`config.mk`:
```
export PLATFORM = sky130hd
export DESIGN_NAME = sdram_burst_colseq
export DESIGN_NICKNAME = d
export VERILOG_FILES = /design/src/rtl/sdram_colseq_pkg.sv /design/src/rtl/colseq_len_decode.sv /design/src/rtl/colseq_beat_ctr.sv /design/src/rtl/colseq_addr_gen.sv /design/src/rtl/sdram_burst_colseq.sv
export SDC_FILE = /design/constraint.sdc
export NUM_CORES = 1
export LEC_CHECK = 0
export CAP_MARGIN = 20
export CORE_MARGIN = 1
export CORE_UTILIZATION = 35
export DETAILED_ROUTE_END_ITERATION = 7
export GPL_ROUTABILITY_DRIVEN = 0
export PLACE_DENSITY_LB_ADDON = 0.15
export SLEW_MARGIN = 30
export SYNTH_ARGS = -nofsm -noshare
export SYNTH_HDL_FRONTEND = slang
export SYNTH_HIERARCHICAL = 1
export SYNTH_SLANG_ARGS = --single-unit
```
`constraint.sdc`:
```
create_clock -name clk_i -period 5.25 [get_ports clk_i]
set_input_delay 1.05 -clock clk_i [delete_from_list [all_inputs] [get_ports clk_i]]
set_output_delay 1.05 -clock clk_i [all_outputs]
set_load 0.01 [all_outputs]
```
`src/rtl/sdram_colseq_pkg.sv`:
```
package sdram_colseq_pkg;
  localparam int unsigned CODE_W = 3;

  localparam logic [CODE_W-1:0] BLC_1    = 3'b000;
  localparam logic [CODE_W-1:0] BLC_2    = 3'b001;
  localparam logic [CODE_W-1:0] BLC_4    = 3'b010;
  localparam logic [CODE_W-1:0] BLC_8    = 3'b011;
  localparam logic [CODE_W-1:0] BLC_PAGE = 3'b111;

  typedef enum logic {ORD_SEQ = 1'b0, ORD_ILV = 1'b1} order_e;

  typedef struct packed {
    logic legal;
    logic page;
  } len_info_t;
endpackage

```
`src/rtl/colseq_len_decode.sv`:
```
module colseq_len_decode
  import sdram_colseq_pkg::*;
#(
  parameter int unsigned COL_W = 8
) (
  input  logic [CODE_W-1:0] code_i,
  input  order_e            order_i,
  output logic [COL_W-1:0]  mask_o,
  output len_info_t         info_o
);
  always_comb begin
    mask_o       = '0;
    info_o.legal = 1'b0;
    info_o.page  = 1'b0;
    unique case (code_i)
      BLC_1, BLC_2, BLC_4, BLC_8: begin
        mask_o       = (COL_W'(1) << code_i[1:0]) - COL_W'(1);
        info_o.legal = 1'b1;
      end
      BLC_PAGE: begin
        mask_o       = '1;
        info_o.page  = 1'b1;
        info_o.legal = (order_i == ORD_SEQ);
      end
      default: ;
    endcase
  end
endmodule

```
`src/rtl/colseq_beat_ctr.sv`:
```
module colseq_beat_ctr #(
  parameter int unsigned COL_W = 8
) (
  input  logic             clk_i,
  input  logic             rst_ni,
  input  logic             load_i,
  input  logic             kill_i,
  input  logic             step_i,
  input  logic [COL_W-1:0] mask_i,
  input  logic             page_i,
  output logic [COL_W-1:0] beat_o,
  output logic             active_o,
  output logic             last_o
);
  logic [COL_W-1:0] beat_q, mask_q;
  logic             active_q, page_q;

  // page bursts have no terminal beat
  assign last_o   = active_q && !page_q && (beat_q == mask_q);
  assign beat_o   = beat_q;
  assign active_o = active_q;

  always_ff @(posedge clk_i or negedge rst_ni) begin
    if (!rst_ni) begin
      active_q <= 1'b0;
      beat_q   <= '0;
      mask_q   <= '0;
      page_q   <= 1'b0;
    end else if (load_i) begin
      active_q <= 1'b1;
      beat_q   <= '0;
      mask_q   <= mask_i;
      page_q   <= page_i;
    end else if (kill_i) begin
      active_q <= 1'b0;
    end else if (active_q && step_i) begin
      if (last_o) active_q <= 1'b0;
      else        beat_q   <= beat_q + COL_W'(1);
    end
  end
endmodule

```
`src/rtl/colseq_addr_gen.sv`:
```
module colseq_addr_gen
  import sdram_colseq_pkg::*;
#(
  parameter int unsigned COL_W = 8
) (
  input  logic [COL_W-1:0] base_i,
  input  logic [COL_W-1:0] beat_i,
  input  logic [COL_W-1:0] mask_i,
  input  order_e           order_i,
  output logic [COL_W-1:0] col_o
);
  logic [COL_W-1:0] sum;
  assign sum = base_i + beat_i;

  for (genvar i = 0; i < COL_W; i++) begin : g_bit
    logic moved;
    assign moved    = (order_i == ORD_ILV) ? (base_i[i] ^ beat_i[i]) : sum[i];
    assign col_o[i] = mask_i[i] ? moved : base_i[i];
  end
endmodule

```
`src/rtl/sdram_burst_colseq.sv`:
```
module sdram_burst_colseq
  import sdram_colseq_pkg::*;
#(
  parameter int unsigned COL_W = 8
) (
  input  logic              clk_i,
  input  logic              rst_ni,
  input  logic              start_i,
  input  logic [COL_W-1:0]  start_col_i,
  input  logic [CODE_W-1:0] bl_code_i,
  input  logic              btype_i,
  input  logic              adv_i,
  input  logic              abort_i,
  output logic [COL_W-1:0]  col_o,
  output logic              valid_o,
  output logic              last_o,
  output logic              err_o
);
  logic [COL_W-1:0] dec_mask, run_mask, beat, base_q;
  len_info_t        dec_info;
  order_e           order_q;
  logic             load, kill, err_q;

  colseq_len_decode #(.COL_W(COL_W)) u_dec (
    .code_i (bl_code_i),
    .order_i(order_e'(btype_i)),
    .mask_o (dec_mask),
    .info_o (dec_info)
  );

  assign load = start_i && dec_info.legal;
  assign kill = (start_i && !dec_info.legal) || abort_i;

  colseq_beat_ctr #(.COL_W(COL_W)) u_ctr (
    .clk_i   (clk_i),
    .rst_ni  (rst_ni),
    .load_i  (load),
    .kill_i  (kill),
    .step_i  (adv_i),
    .mask_i  (dec_mask),
    .page_i  (dec_info.page),
    .beat_o  (beat),
    .active_o(valid_o),
    .last_o  (last_o)
  );

  always_ff @(posedge clk_i or negedge rst_ni) begin
    if (!rst_ni) begin
      base_q   <= '0;
      order_q  <= ORD_SEQ;
      run_mask <= '0;
      err_q    <= 1'b0;
    end else begin
      err_q <= start_i && !dec_info.legal;
      if (load) begin
        base_q   <= start_col_i;
        order_q  <= order_e'(btype_i);
        run_mask <= dec_mask;
      end
    end
  end

  colseq_addr_gen #(.COL_W(COL_W)) u_gen (
    .base_i (base_q),
    .beat_i (beat),
    .mask_i (run_mask),
    .order_i(order_q),
    .col_o  (col_o)
  );

  assign err_o = err_q;
endmodule

```
==> run summary, run 1 <==
P&R area growth vs syn -> 17.6%
Vias in the first global route -> 1477
Vias per cell -> 5.21
Antenna violations before repair -> 0
Most frequent cells in the layout -> dfrtp_1, clkdlybuf4s50_1, mux2_2, a21oi_1
CTS sink cnt -> 36
Leak -> 0.00113 µW
Synth unique cells -> 55
Worst-Margin Slew -> 0.824 ns
Cells after Synth -> 199
Syn nets -> 225
Clock power frac -> 0.317
Fraction of registers with async set/reset -> 1.00
Port bufs -> 27
Grt ovf -> 0
WL/cell -> 15.1 µm
Seq/Total Area, Yosys -> 0.405
Worst path bufs/invs -> 1
DP HPWL -> 3290 µm
Status -> completed
F_max -> 0.266 GHz
Antenna Cells -> 0
Clock Tree Buf Depth -> 2
Max-cap violations -> 0
Clock Pin Slew Worst Setup and Hold Paths -> 0.07 ns
TritonCTS buffer count -> 5
CP Launch Type -> flop
Vias -> 1562
Hold Crit Class -> reg2reg
CP peak stage delay -> 0.53 ns
PD cells -> 292 nW/µm²
Post-route antenna net violation count -> 0
Post-CTS Setup Inserts -> 0
Initial DRC count -> 31
Post-CTS resize count -> 0
Arr. time, crit path -> 2.71 ns
CTS Hold Bufs -> 0
P_sw -> 211 µW
DRC violations left -> 0
Ys Warns -> 6
Setup tns final -> 0 ns
Final setup fails -> 0
Max Slew Vio Count -> 0
FILL cells -> 593
Clk_skew -> 0.00519 ns
CTS tree -> built
Nets -> 250
Sw Ratio -> 0.277
Die area -> 6670 µm²
First-pass GRT wire length -> 7580 µm
Logic gate share of total power -> 0.245
Clock root buffer -> clkbuf_8
Worst-Skew Late Latency -> 0.29 ns
Die Y -> 81.7 µm
Critical path type -> reg2out
Critical Path, Cell by Cell -> ha_1 > fa_1 > a21oi_1 > o22ai_1 > a311o_1 > nand3_1 > clkdlybuf4s50_1
CP max FO -> 6
Hold WS -> 0.513 ns
Initial Util -> 0.369
Syn avg cell area -> 11.2 µm²
Critical Path RT -> 4.20 ns
Storage cell area -> 901 µm²
Crit share post-route -> 0.715
Register bit total from synthesis -> 36
Relative slew margins -> 0.451
Total GRT Usage -> 0.154
Setup crit end kind -> output port
Num rows -> 28
H-Tree Depth -> 2
EDFF count, synth -> 0
P_int -> 553 µW
VDD IR-drop max -> 138 µV
Core area -> 6030 µm²
Total wire length -> 4540 µm
CP top delay family -> adder cells
Commonest non-fill, non-tap cell in the layout -> dfrtp_1
# IOs -> 28
Drt pass-1 iters -> 4
RSZ-0062 raised after global routing -> false
Flop pwr share -> 0.438
Synth Flop Type -> dfrtp_1
CP max stage cell -> clkdlybuf4s50_1
Hold Violations, Final -> 0
DIE WIDTH -> 81.7 µm
Layout cell share with drive strength beyond 1 -> 0.218
Cell Area, Synth -> 2220 µm²
Largest net degree at the start of global routing -> 37
Tmin final -> 3.76 ns
Area of the multi-input gates -> 1210 µm²
-- power groups by stage --
stage                     logic, µW  clock network, µW  registers [µW]
after floorplan                 133                  0             330
after global placement          189                  0             340
after detailed placement        190                  0             341
after CTS                       191                251             335
after global routing            206                262             340
final                           188                242             335
-- final cells by class --
class,instances,area share
multi-input combinational,145,0.464
sequential,36,0.345
timing repair buffer,27,0.101
tap,75,0.0359
clock buffer,6,0.0278
clock inverter,2,0.0134
inverter,9,0.0129
-- layer usage --
metal  global-route usage  wire, µm
met1                0.207      2290
met2                0.239      2030
met3               0.0367       150
met4               0.0579        63
met5                    0         0
-- final timing paths --
kind	slack (ns)	startpoint	end	cells after the start
max in group asynchronous	3.87	rst_ni	run_mask[7]$_DFFE_PN0P_	1
max	1.50	u_ctr/beat_o[0]$_DFFE_PN0P_	col_o[6]	7
max reg2reg	3.41	u_ctr/beat_o[1]$_DFFE_PN0P_	u_ctr/beat_o[1]$_DFFE_PN0P_	5
min reg2reg	0.51	u_ctr/page_q$_DFFE_PN0P_	u_ctr/page_q$_DFFE_PN0P_	1
min in group asynchronous	0.84	rst_ni	run_mask[4]$_DFFE_PN0P_	1
min	0.51	u_ctr/page_q$_DFFE_PN0P_	u_ctr/page_q$_DFFE_PN0P_	1
-- stage by stage --
| stage | instances | worst slack [ns] | util | area, µm² | total power (µW) |
|---|---|---|---|---|---|
| after detailed placement | 292 | 1.62 | 0.416 | 2510 | 530 |
| after global routing | 300 | 1.30 | 0.434 | 2610 | 808 |
| after CTS | 300 | 1.45 | 0.434 | 2610 | 777 |
| final | 300 | 1.50 | 0.434 | 2610 | 764 |
| after global placement | 292 | 1.69 | 0.416 | 2510 | 529 |
| after floorplan | 199 | 2.35 | - | 2220 | 462 |
-- cell families after synthesis --
family          count (synthesis)  synth area share
compound gates                 39             0.130
xor+xnor                       12            0.0473
fa+ha+maj                       9            0.0541
buf+inv                        18            0.0490
flops                          36             0.405
mux                            29             0.161
simple gates                   56             0.154
-- registers in the layout, indices dropped and copies added, names as in the netlist --
signal,flops
u_ctr/mask_q,8
u_ctr/active_o,1
u_ctr/beat_o,8
err_o,1
order_q,1
base_q,8
run_mask,8
u_ctr/page_q,1
-- cells in the mapped netlist (2+ instances only) --
library cell | n | area, µm²
dfrtp_1 | 36 | 901
mux2_2 | 18 | 203
a21oi_1 | 14 | 70.1
nor2_1 | 11 | 41.3
xnor2_1 | 11 | 96.3
inv_1 | 9 | 33.8
mux2_4 | 9 | 135
ha_1 | 8 | 100
nand2_1 | 6 | 22.5
nand3_1 | 5 | 25.0
buf_4 | 4 | 30.0
nor2b_1 | 4 | 25.0
o21ai_0 | 4 | 20.0
or3_1 | 4 | 25.0
and3_1 | 3 | 18.8
nand4_1 | 3 | 18.8
o31ai_1 | 3 | 22.5
or4_1 | 3 | 22.5
a211oi_2 | 2 | 25.0
a311o_1 | 2 | 20.0
buf_6 | 2 | 22.5
clkbuf_1 | 2 | 7.51
mux2i_1 | 2 | 20.0
nand3b_1 | 2 | 15.0
o21ai_1 | 2 | 10.0
-- worst reg2reg max path, stage by stage (launching register included) --
cell and delay, ns:
dfrtp_1 0.48, xnor2_1 0.26, nand3_1 0.19, o31ai_4 0.48, mux2i_1 0.24, nor2_1 0.05
Power figures use the tool's default switching activity.
==> run 2: changes to the inputs <==
Clock period 5.25 ns to 3.4 ns, I/O delays scaled along.
==> run 2 against run 1 <==
Compared with the run above:
- non-clock buffer count increased by 3
- combinational power is 60% higher
- critical path depth decreased by 1
- sequential share of layout area shrank 0.23 points
- final cell count is 1.0% higher
- critical path type unchanged
==> run summary, run 2 (synthesis results as in run 1) <==
Leak -> 0.00115 µW (was 0.00113 µW)
Relative slew margins -> 0.444 (was 0.451)
Placed cell area -> 2530 µm² (was 2510 µm²)
Hold Crit Class -> in2async (was reg2reg)
Post-CTS Setup Inserts -> 0 (unchanged)
Critical path type -> reg2out (unchanged)
Clk_skew -> 0.00851 ns (was 0.00519 ns)
Clock Pin Slew Worst Setup and Hold Paths -> 0.08 ns (was 0.07 ns)
Layout cell share with drive strength beyond 1 -> 0.246 (was 0.218)
Core area -> 6030 µm² (unchanged)
Post-route antenna net violation count -> 0 (unchanged)
Largest net degree at the start of global routing -> 37 (unchanged)
Finished Cell Area -> 2640 µm² (was 2610 µm²)
PD cells -> 430 nW/µm² (was 292 nW/µm²)
VDD IR-drop max -> 274 µV (was 138 µV)
Vias per cell -> 5.10 (was 5.21)
Vias -> 1545 (was 1562)
DRC violations left -> 0 (unchanged)
WL met1 -> 2340 µm (was 2290 µm)
First-pass GRT wire length -> 7490 µm (was 7580 µm)
Die area -> 6670 µm² (unchanged)
Tmin final -> 3.25 ns
Total GRT Usage -> 0.153 (was 0.154)
Clock root buffer -> clkbuf_8 (unchanged)
Worst-Margin Slew -> 0.833 ns (was 0.824 ns)
Worst-Skew Late Latency -> 0.29 ns (about the same)
Arr. time, crit path -> 2.57 ns (was 2.71 ns)
DP HPWL -> 3290 µm (about the same)
Setup crit end kind -> output port (unchanged)
Drt pass-1 iters -> 4 (unchanged)
DIE WIDTH -> 81.7 µm (unchanged)
Critical Path Start -> u_ctr/beat_o[5]$_DFFE_PN0P_ (was u_ctr/beat_o[0]$_DFFE_PN0P_)
Total wire length -> 4510 µm (was 4540 µm)
Vias in the first global route -> 1494 (was 1477)
CP max FO -> 9 (was 6)
Top Layer Used -> met4 (unchanged)
Flop2flop setup slack -> 1.61 ns (was 3.41 ns)
# IOs -> 28 (unchanged)
Reg-to-reg endpoint -> u_ctr/beat_o[1]$_DFFE_PN0P_ (unchanged)
Hold Violations, Final -> 0 (unchanged)
TritonCTS buffer count -> 5 (unchanged)
R2R depth -> 6 (was 5)
WL/cell -> 14.9 µm (was 15.1 µm)
Max-cap violations -> 0 (unchanged)
Die Y -> 81.7 µm (unchanged)
Clock Tree Buf Depth -> 2 (unchanged)
P&R area growth vs syn -> 18.6% (was 17.6%)
Critical Path RT -> 2.72 ns (was 4.20 ns)
Crit share post-route -> 0.957
Initial Util -> 0.369 (unchanged)
Port bufs -> 27 (unchanged)
F_max -> 0.307 GHz
Nets -> 253 (was 250)
Antenna Cells -> 0 (unchanged)
CP Launch Type -> flop (unchanged)
Post-Place Setup Slack -> 0.155 ns (was 1.62 ns)
Antenna violations before repair -> 0 (unchanged)
Num rows -> 28 (unchanged)
R2r startpoint -> u_ctr/beat_o[0]$_DFFE_PN0P_ (was u_ctr/beat_o[1]$_DFFE_PN0P_)
Grt ovf -> 0 (unchanged)
Final setup fails -> 0 (unchanged)
CTS tree -> built (unchanged)
CTS sink cnt -> 36 (unchanged)
Commonest non-fill, non-tap cell in the layout -> dfrtp_1 (unchanged)
Metal2 WL -> 2000 µm (was 2030 µm)
Max Slew Vio Count -> 0 (unchanged)
RSZ-0062 raised after global routing -> false (unchanged)
Critical Path Sink -> col_o[7] (was col_o[6])
Status -> completed (unchanged)
Post-route worst setup slack -> 0.146 ns (was 1.50 ns)
Setup tns final -> 0 ns (unchanged)
H-Tree Depth -> 2 (unchanged)
Initial DRC count -> 30 (was 31)
Met3 wire length -> 126 µm (was 150 µm)
Most frequent cells in the layout -> dfrtp_1, clkdlybuf4s50_1, mux2_2, a21oi_1 (unchanged)
[run 2: timing repair]
action / 4_1_cts / 5_1_grt
hold endpoints to repair: 0 / 0
resized for setup: 0 / 4
hold buffers: 0 / 0
endpoints found under the setup margin: 0 / 2
[run 2: worst min path at each step]
stage	endpoint	slack, ns	depth (start not counted)
final	run_mask[4]$_DFFE_PN0P_	0.47	1
after global routing	run_mask[0]$_DFFE_PN0P_	0.54	1
after CTS	run_mask[5]$_DFFE_PN0P_	0.52	1
after detailed placement	u_ctr/page_q$_DFFE_PN0P_	0.50	1
after global placement	u_ctr/page_q$_DFFE_PN0P_	0.49	1
after floorplan	base_q[0]$_DFFE_PN0P_	0.38	0
[run 2: stage by stage]
step	utilization	hold WS (ns)	std cells	power, µW
floorplan	-	0.384	199	714
global placement	0.420	0.492	295	822
detailed placement	0.420	0.500	295	823
CTS	0.435	0.517	303	1150
global route	0.437	0.543	303	1200
finish	0.437	0.474	303	1130
[run 2: area by class of cell]
| class | count | area, µm² |
|---|---|---|
| Clock inverter | 2 | 10.0 |
| Clock buffer | 6 | 82.6 |
| Inverter | 9 | 33.8 |
| Tap cell | 75 | 93.8 |
| Sequential cell | 36 | 902 |
| Timing Repair Buffer | 30 | 290 |
| Multi-Input combinational cell | 145 | 1220 |
| Fill cell | 591 | 3390 |
[run 2: power by group]
part / switching [µW] / internal [µW] / total, µW
Clock: 158 / 162 / 320
Combinational: 130 / 170 / 300
Sequential: 43.1 / 471 / 514
Total: 331 / 803 / 1130
[run 2: metal layers]
| metal | up-vias | track usage |
|---|---|---|
| met2 | 23 | 0.239 |
| met4 | 0 | 0.0474 |
| met5 | - | 0 |
| met1 | 729 | 0.210 |
| met3 | 5 | 0.0333 |
| li1 | 788 | - |
[run 2: critical path, stage by stage (launching register included)]
cell and delay (ns):
dfrtp_1 0.45, ha_1 0.48, and4_4 0.28, nor3b_1 0.31, o211ai_1 0.14, o211ai_2 0.09
clkdlybuf4s50_1 0.55
